### config.mk
export PLATFORM = sky130hd
export DESIGN_NAME = fill_engine
export DESIGN_NICKNAME = d
export VERILOG_FILES = /design/src/rtl/fill_pkg.sv /design/src/rtl/fill_regs.sv /design/src/rtl/fill_seq.sv /design/src/rtl/fill_engine.sv
export SDC_FILE = /design/constraint.sdc
export NUM_CORES = 1
export LEC_CHECK = 0
export ABC_AREA = 1
export BUFFER_PORTS_ARGS = -buffer_cell sky130_fd_sc_hd__buf_2
export CAP_MARGIN = 20
export CELL_PAD_IN_SITES_DETAIL_PLACEMENT = 2
export CELL_PAD_IN_SITES_GLOBAL_PLACEMENT = 2
export CORE_ASPECT_RATIO = 1.2
export CORE_UTILIZATION = 31
export DETAILED_ROUTE_END_ITERATION = 6
export PLACE_DENSITY_LB_ADDON = 0.1
export RECOVER_POWER = 25
export SYNTH_ARGS = -nofsm -noshare
export SYNTH_HDL_FRONTEND = slang
export SYNTH_HIERARCHICAL = 1
export SYNTH_SLANG_ARGS = --single-unit
### constraint.sdc
create_clock -name clk -period 3.9 [get_ports clk]
set_input_delay 0.195 -clock clk [delete_from_list [all_inputs] [get_ports clk]]
set_output_delay 0.195 -clock clk [all_outputs]
set_load 0.05 [all_outputs]
### src/rtl/fill_pkg.sv
package fill_pkg;
  typedef enum logic [1:0] {
    SEL_LEN   = 2'd0,
    SEL_START = 2'd1,
    SEL_DATA  = 2'd2,
    SEL_NONE  = 2'd3
  } fill_sel_e;

  localparam int BUSY_POS = 1;
endpackage

### src/rtl/fill_regs.sv
module fill_regs
  import fill_pkg::*;
#(
  parameter int DATA_W = 16,
  parameter int ADDR_W = 10,
  parameter int LEN_W  = 8
) (
  input  logic              clk,
  input  logic              rst,
  input  logic              wr_en,
  input  logic [1:0]        wr_sel,
  input  logic [DATA_W-1:0] wr_data,
  input  logic              busy,
  output logic [LEN_W-1:0]  len_q,
  output logic [ADDR_W-1:0] start_q,
  output logic [DATA_W-1:0] data_q,
  output logic              go
);
  logic accept;

  // register writes are only taken while idle
  assign accept = wr_en && !busy;
  assign go     = accept && (wr_sel == SEL_DATA);

  always_ff @(posedge clk) begin
    if (rst) begin
      len_q   <= '0;
      start_q <= '0;
      data_q  <= '0;
    end else if (accept) begin
      unique case (wr_sel)
        SEL_LEN:   len_q   <= wr_data[LEN_W-1:0];
        SEL_START: start_q <= wr_data[ADDR_W-1:0];
        SEL_DATA:  data_q  <= wr_data;
        default:   ;
      endcase
    end
  end
endmodule

### src/rtl/fill_seq.sv
module fill_seq #(
  parameter int ADDR_W = 10,
  parameter int LEN_W  = 8
) (
  input  logic              clk,
  input  logic              rst,
  input  logic              go,
  input  logic [LEN_W-1:0]  len_q,
  input  logic [ADDR_W-1:0] start_q,
  input  logic              gnt,
  output logic              busy,
  output logic [ADDR_W-1:0] ptr
);
  localparam int HI_W = ADDR_W - LEN_W;

  logic [LEN_W-1:0] remain;
  logic             last;

  assign last = (remain == '0);

  always_ff @(posedge clk) begin
    if (rst) begin
      busy   <= 1'b0;
      remain <= '0;
      ptr    <= '0;
    end else if (go) begin
      busy   <= 1'b1;
      remain <= len_q;
      ptr    <= start_q;
    end else if (busy && gnt) begin
      if (last) begin
        busy <= 1'b0;
      end else begin
        remain <= remain - 1'b1;
        ptr    <= {ptr[ADDR_W-1 -: HI_W], ptr[LEN_W-1:0] + 1'b1};
      end
    end
  end
endmodule

### src/rtl/fill_engine.sv
module fill_engine
  import fill_pkg::*;
#(
  parameter int DATA_W = 16,
  parameter int ADDR_W = 10,
  parameter int LEN_W  = 8
) (
  input  logic              clk,
  input  logic              rst,
  input  logic              wr_en,
  input  logic [1:0]        wr_sel,
  input  logic [DATA_W-1:0] wr_data,
  output logic [DATA_W-1:0] status,
  input  logic              mem_gnt,
  output logic              mem_we,
  output logic [ADDR_W-1:0] mem_addr,
  output logic [DATA_W-1:0] mem_wdata
);
  logic              busy;
  logic              go;
  logic [LEN_W-1:0]  len_q;
  logic [ADDR_W-1:0] start_q;
  logic [DATA_W-1:0] data_q;
  logic [ADDR_W-1:0] ptr;

  fill_regs #(.DATA_W(DATA_W), .ADDR_W(ADDR_W), .LEN_W(LEN_W)) u_regs (
    .clk(clk), .rst(rst), .wr_en(wr_en), .wr_sel(wr_sel), .wr_data(wr_data),
    .busy(busy), .len_q(len_q), .start_q(start_q), .data_q(data_q), .go(go)
  );

  fill_seq #(.ADDR_W(ADDR_W), .LEN_W(LEN_W)) u_seq (
    .clk(clk), .rst(rst), .go(go), .len_q(len_q), .start_q(start_q),
    .gnt(mem_gnt), .busy(busy), .ptr(ptr)
  );

  always_comb begin
    status           = '0;
    status[BUSY_POS] = busy;
  end

  assign mem_we    = busy;
  assign mem_addr  = ptr;
  assign mem_wdata = data_q;
endmodule

Yosys cells after proc, flatten, opt, wreduce, memory -nomap -nowiden. Cells that the tools add are included. Widths: inputs -> output; s select.

Logic and storage cells: 34. Input bits: 22. Register bits after elaboration: 53.

Reduce and logical (&&, ||, !) cells: 13. Mux-type cells: 9. Equal/unequal tests: 3. Add/subtract/negate cells: 2.

Operators by type and width (count): $mux 8 (4); $mux 10 (2); $reduce_and 2->1 (5); $add 8x1->8 const B (1); $logic_not 8->1 (1); $sub 8x1->8 const B (1); $reduce_bool 2->1 (2); $logic_and 1x1->1 (3); $mux 1 (3); $eq 2x1->1 const B (1); $eq 2x2->1 const B (1); $logic_not 2->1 (1); $ne 2x2->1 const B (1); $logic_not 1->1 (1).

Depth between registers and ports, before layout.
Word-level depth: 5. Gate-level depth with buffers: 11.

Modules after synthesis. The synthesis kept the hierarchy.

By module, submodules not included: fill_regs (cells each 210, times used 1, area an instance 1433.9 um^2); fill_seq (cells each 186, times used 1, area an instance 1192.4 um^2); fill_engine (cells each 17, times used 1, area an instance 123.9 um^2).

Least setup slack after synthesis. Ideal clock, no wire load.

Path type: reg2reg. Start point: register u_seq.busy. End point: register u_seq.remain[2]. Period minus slack after synthesis: 1909 ps. Library setup time: 73 ps. Setup slack: 1991 ps. Data required time: 3827 ps. Stages on the path, launching flop included: 10. Arrival time: 1836 ps. Cells stage by stage: dfxtp_1 -> inv_1 -> nand2_1 -> nor2_4 -> buf_6 -> buf_2 -> inv_2 -> buf_2 -> o21ai_0 -> nor3_2.

Word-level cells in the longest chain between the ends: 5. Elaborated cells on any way between the ends: 8. Those cells by class: eq/ne (1); mux (1); reduce/logical (6).

RTL lines: start, declared (RTL line fill_seq.sv:11) `output logic busy,`; start signal, assigned (RTL line fill_seq.sv:23) `busy <= 1'b0;`; start signal, assigned (RTL line fill_seq.sv:27) `busy <= 1'b1;`; start signal, assigned (RTL line fill_seq.sv:32) `busy <= 1'b0;`; $logic_not 1->1 * (RTL line fill_regs.sv:22) `assign accept = wr_en && !busy;`; $logic_and 1x1->1 * (RTL line fill_regs.sv:22); $logic_and 1x1->1 * (RTL line fill_regs.sv:23) `assign go = accept && (wr_sel == SEL_DATA);`; via go (RTL line fill_engine.sv:20) `logic go;`; $ne 2x2->1 (no source line) or $reduce_bool 2->1 (tied branches); $reduce_and 2->1 (no source line); end signal, assigned (RTL line fill_seq.sv:28) `remain <= len_q;`; end signal, assigned (RTL line fill_seq.sv:34) `remain <= remain - 1'b1;`; end, declared (RTL line fill_seq.sv:16) `logic [LEN_W-1:0] remain;`.

Mark *: on every way through the listed nets, which the timed path passes. The rest lies on a longest branch. A chain may end at the register's enable or synchronous reset.

Worst setup path after layout.
Start point: register u_seq.busy. End point: register u_seq.remain[5].

The elaborated chain is that of the path after synthesis.

==> impl.org <==
** Outcome
- The flow ran to the end, and the final reports show no timing, DRC or antenna violations.

** Worst setup path
- Master of the slowest instance on the critical path :: sky130_fd_sc_hd__nor2_4
- On the worst path, the slowest cell contributes a delay of 0.39 ns.
- Data on the critical path arrives at its endpoint at 2.29 ns.
- The setup path with the least slack is of type flop to flop.
- Critical path startpoint category :: flop
- Walking the worst path, the cells encountered are inv_1 -> nand2_1 -> nor2_4 -> buf_4 -> inv_2 -> nand2_4 -> clkinv_2 -> nor2_1 -> nor2_1.
- The worst setup path is captured at a flop.
- Worst EP required :: 4.10 ns
- In this run the worst path has a maximum fanout of 19.
- CP delay by family, top :: simple AND/OR/NAND/NOR gates
- Counting both buffers and inverters, the worst setup path holds a total of 4.
- The cell that appears most often on the critical path is sky130_fd_sc_hd__nor2_1.

** Placement
- Number of buffers inserted by port buffering :: 49
- Including well taps, the total number of placed cells is 563.
- DP HPWL :: 6490 um
- Global placer's final weighted congestion :: 0.778
- Placement Setup Slack :: 1.82 ns

** Yosys
- For this run, the number of Yosys warnings is 6.
- Average size of a mapped cell :: 6.66 um2
- Number of standard cells after synthesis :: 413
- After synthesis the cells add up to 2750 um2.
- Count of unique library cells instantiated by Yosys :: 30
- The synthesized design contains 53 register bits.
- Of the synthesized area, sequential elements account for 38.6%.
- Async set-or-reset flop fraction in the synthesized netlist :: 0%
- Post-synth EDFFs :: 0
- Most instantiated flip-flop cell in the synthesis netlist :: sky130_fd_sc_hd__dfxtp_1

** Timing
- After layout, the worst path uses 53.6% of the clock period.
- Setup Viol. Count Final :: 0
- RSZ-0062 raised after global routing :: false
- Final clock skew :: 0.0127 ns
- Setup ws final :: 1.81 ns
- Static timing analysis puts the maximum clock frequency at 478 MHz.
- The clock period could shrink to 2.09 ns.
- Final Hold Violating Endpoints :: 0
- Worst Tran Pin Value :: 0.934 ns
- Fin. max-slew vios :: 0
- Setup_tns :: 0 ns
- Measured against its own limit, the worst slew margin works out to 37.3%.

** Route
- Via/cell ratio :: 4.68
- Antenna Violating Nets Remaining :: 0
- The first TritonRoute pass finished after 4 iterations.
- Routed vias :: 2673
- Remaining DRCs :: 0
- The first routing iteration left 42 violations.
- Post-Route WL :: 8420 um
- Dividing the detail-routed wire length by the instance count gives 14.8 um.

** Die
- Die X-Extent :: 88.0 um
- The initialized floorplan defines 37 standard-cell rows.
- The core region is 8610 um2.
- Die Area :: 9250 um2
- Initial standard-cell utilization of the core :: 31.9%
- Vertical extent of the die :: 105 um
- For this design the top-level I/O count stands at 65.

** Clocking
- Clock latency reported for the late side of the worst-skew pair :: 0.31 ns
- Clock edge transition at the registers on the reported setup and hold paths :: 0.11 ns
- The H-tree was split into 2 levels.
- Post-CTS repair changed the size of 0 cells.
- TritonCTS clock tree :: yes
- TritonCTS Sinks :: 53
- Clock tree buffer depth :: 2
- Num CTS Buffers :: 5
- Post-CTS timing repair inserted 0 buffers for setup.
- The tree is rooted in a sky130_fd_sc_hd__clkbuf_8.
- In this run, post-CTS hold repair placed 0 buffers.

** Cells and area
- Synth-to-layout area growth :: 12.6%
- The library cells used most frequently in the layout, excluding fill and tap cells, are sky130_fd_sc_hd__nand2_1 (89), sky130_fd_sc_hd__nor2_1 (88), sky130_fd_sc_hd__dfxtp_1 (53).
- Non-Filler Instances :: 571
- The number of antenna diodes in the final layout is 0.
- The net count of the finished layout is 477.
- Share of final-layout standard cells stronger than drive strength 1 :: 14.1%
- Leaving out fill and tap cells, the most frequent cell in the layout is sky130_fd_sc_hd__nand2_1.
- Layout Utilization :: 36.0%

** Global route
- Pin count of the biggest net entering global routing :: 43
- Met2 Track Usage GR :: 34.9%
- After global routing, the most crowded layer is met2.
- Antenna violations before repair :: 0
- First-pass GRT wire length :: 13800 um
- Overflow after GRT :: 0
- Global routing usage on met1 :: 23.2%
- The via count of the first global-routing pass was 2747.
- Global-route total usage across every layer :: 19.3%
- Global-route met3 utilization :: 2.92%

** Power and ir drop
- Power spread over the standard cell area amounts to 407 nW/um2.
- In this run the static leakage power is 1.42 nW.
- Across the VDD grid, the largest voltage drop is 0.000137 V.

** Worst hold path
- The path class of the tightest hold or removal check is primary input to flop.

** Flow run
- Number of maximum-capacitance violations :: 0
power by group:
group / switching, W / internal (W)
Sequential: 0.0000211 / 0.000568
Combinational: 0.000200 / 0.0000683
Clock: 0.000194 / 0.000209
Total: 0.000416 / 0.000846
cell usage after synthesis (4+ instances only):
cell,count,area share [%]
sky130_fd_sc_hd__buf_4,17,4.6
sky130_fd_sc_hd__nor2_2,7,1.6
sky130_fd_sc_hd__a21oi_1,15,2.7
sky130_fd_sc_hd__nand3_1,49,8.9
sky130_fd_sc_hd__dfxtp_1,53,39
sky130_fd_sc_hd__buf_2,8,1.5
sky130_fd_sc_hd__inv_1,34,4.6
sky130_fd_sc_hd__inv_2,4,0.55
sky130_fd_sc_hd__xnor2_1,4,1.3
sky130_fd_sc_hd__nor2_1,89,12
sky130_fd_sc_hd__o21ai_0,11,2.0
sky130_fd_sc_hd__nand2_1,89,12
layout make-up:
| cell class | count | area, um2 |
|---|---|---|
| clock inverters | 2 | 37.5 |
| well taps | 117 | 146 |
| flip-flops and latches | 53 | 1060 |
| clock buffers | 6 | 82.6 |
| fillers | 1121 | 5510 |
| repair buffers | 51 | 235 |
| inverters | 40 | 151 |
| multi-input cells | 302 | 1380 |
metrics by stage:
step                total power (W)  cell area [um2]  hold slack [ns]
finish                      0.00126             3100            0.202
global route                0.00133             3100            0.210
CTS                         0.00128             3120            0.204
detailed placement         0.000877             3000            0.473
global placement           0.000871             3000            0.462
floorplan                  0.000821             2800            0.415
path summary, 6_finish.rpt:
path / startpoint / endpoint / slack, ns / cells past startpoint
max: u_seq/busy$_SDFFE_PP0P_ / u_seq/remain[5]$_SDFFE_PP0P_ / 1.81 / 9
min: wr_data[13] / u_regs/data_q[13]$_SDFFE_PP0P_ / 0.20 / 5
max reg2reg: u_seq/busy$_SDFFE_PP0P_ / u_seq/remain[5]$_SDFFE_PP0P_ / 1.81 / 9
min reg2reg: u_regs/len_q[2]$_SDFFE_PP0P_ / u_regs/len_q[2]$_SDFFE_PP0P_ / 0.49 / 2
state kept, by name, indices dropped and copies added, names as in the netlist:
register and count:
u_seq/ptr 10, u_regs/len_q 8, u_seq/busy 1, u_seq/remain 8, u_regs/data_q 16, u_regs/start_q 10
worst min-delay path, stage by stage:
cell	delay (ns)
sky130_fd_sc_hd__buf_2	0.08
sky130_fd_sc_hd__inv_1	0.03
sky130_fd_sc_hd__nand3_1	0.07
sky130_fd_sc_hd__nand2_1	0.05
sky130_fd_sc_hd__nor2_1	0.07
cell families (layout without fill, tap and decap cells):
family,after synthesis,in the layout,share of synthesized area [%]
buf+inv,72,99,13.1
xor+xnor,6,6,1.91
simple gates,246,246,38.8
other cells,1,15,0.136
fa+ha+maj,2,2,0.910
flops,53,53,38.6
compound gates,33,33,6.55
routing by layer:
layer  wire, um  share of wire (%)  vias to the layer above
li1           -                  -                     1327
met1       3750                 44                     1289
met2       4340                 51                       49
met3        235                2.8                        8
met4        101                1.2                        0
met5          0                  0                        -
No activity file was read; power rests on OpenSTA's default activity.
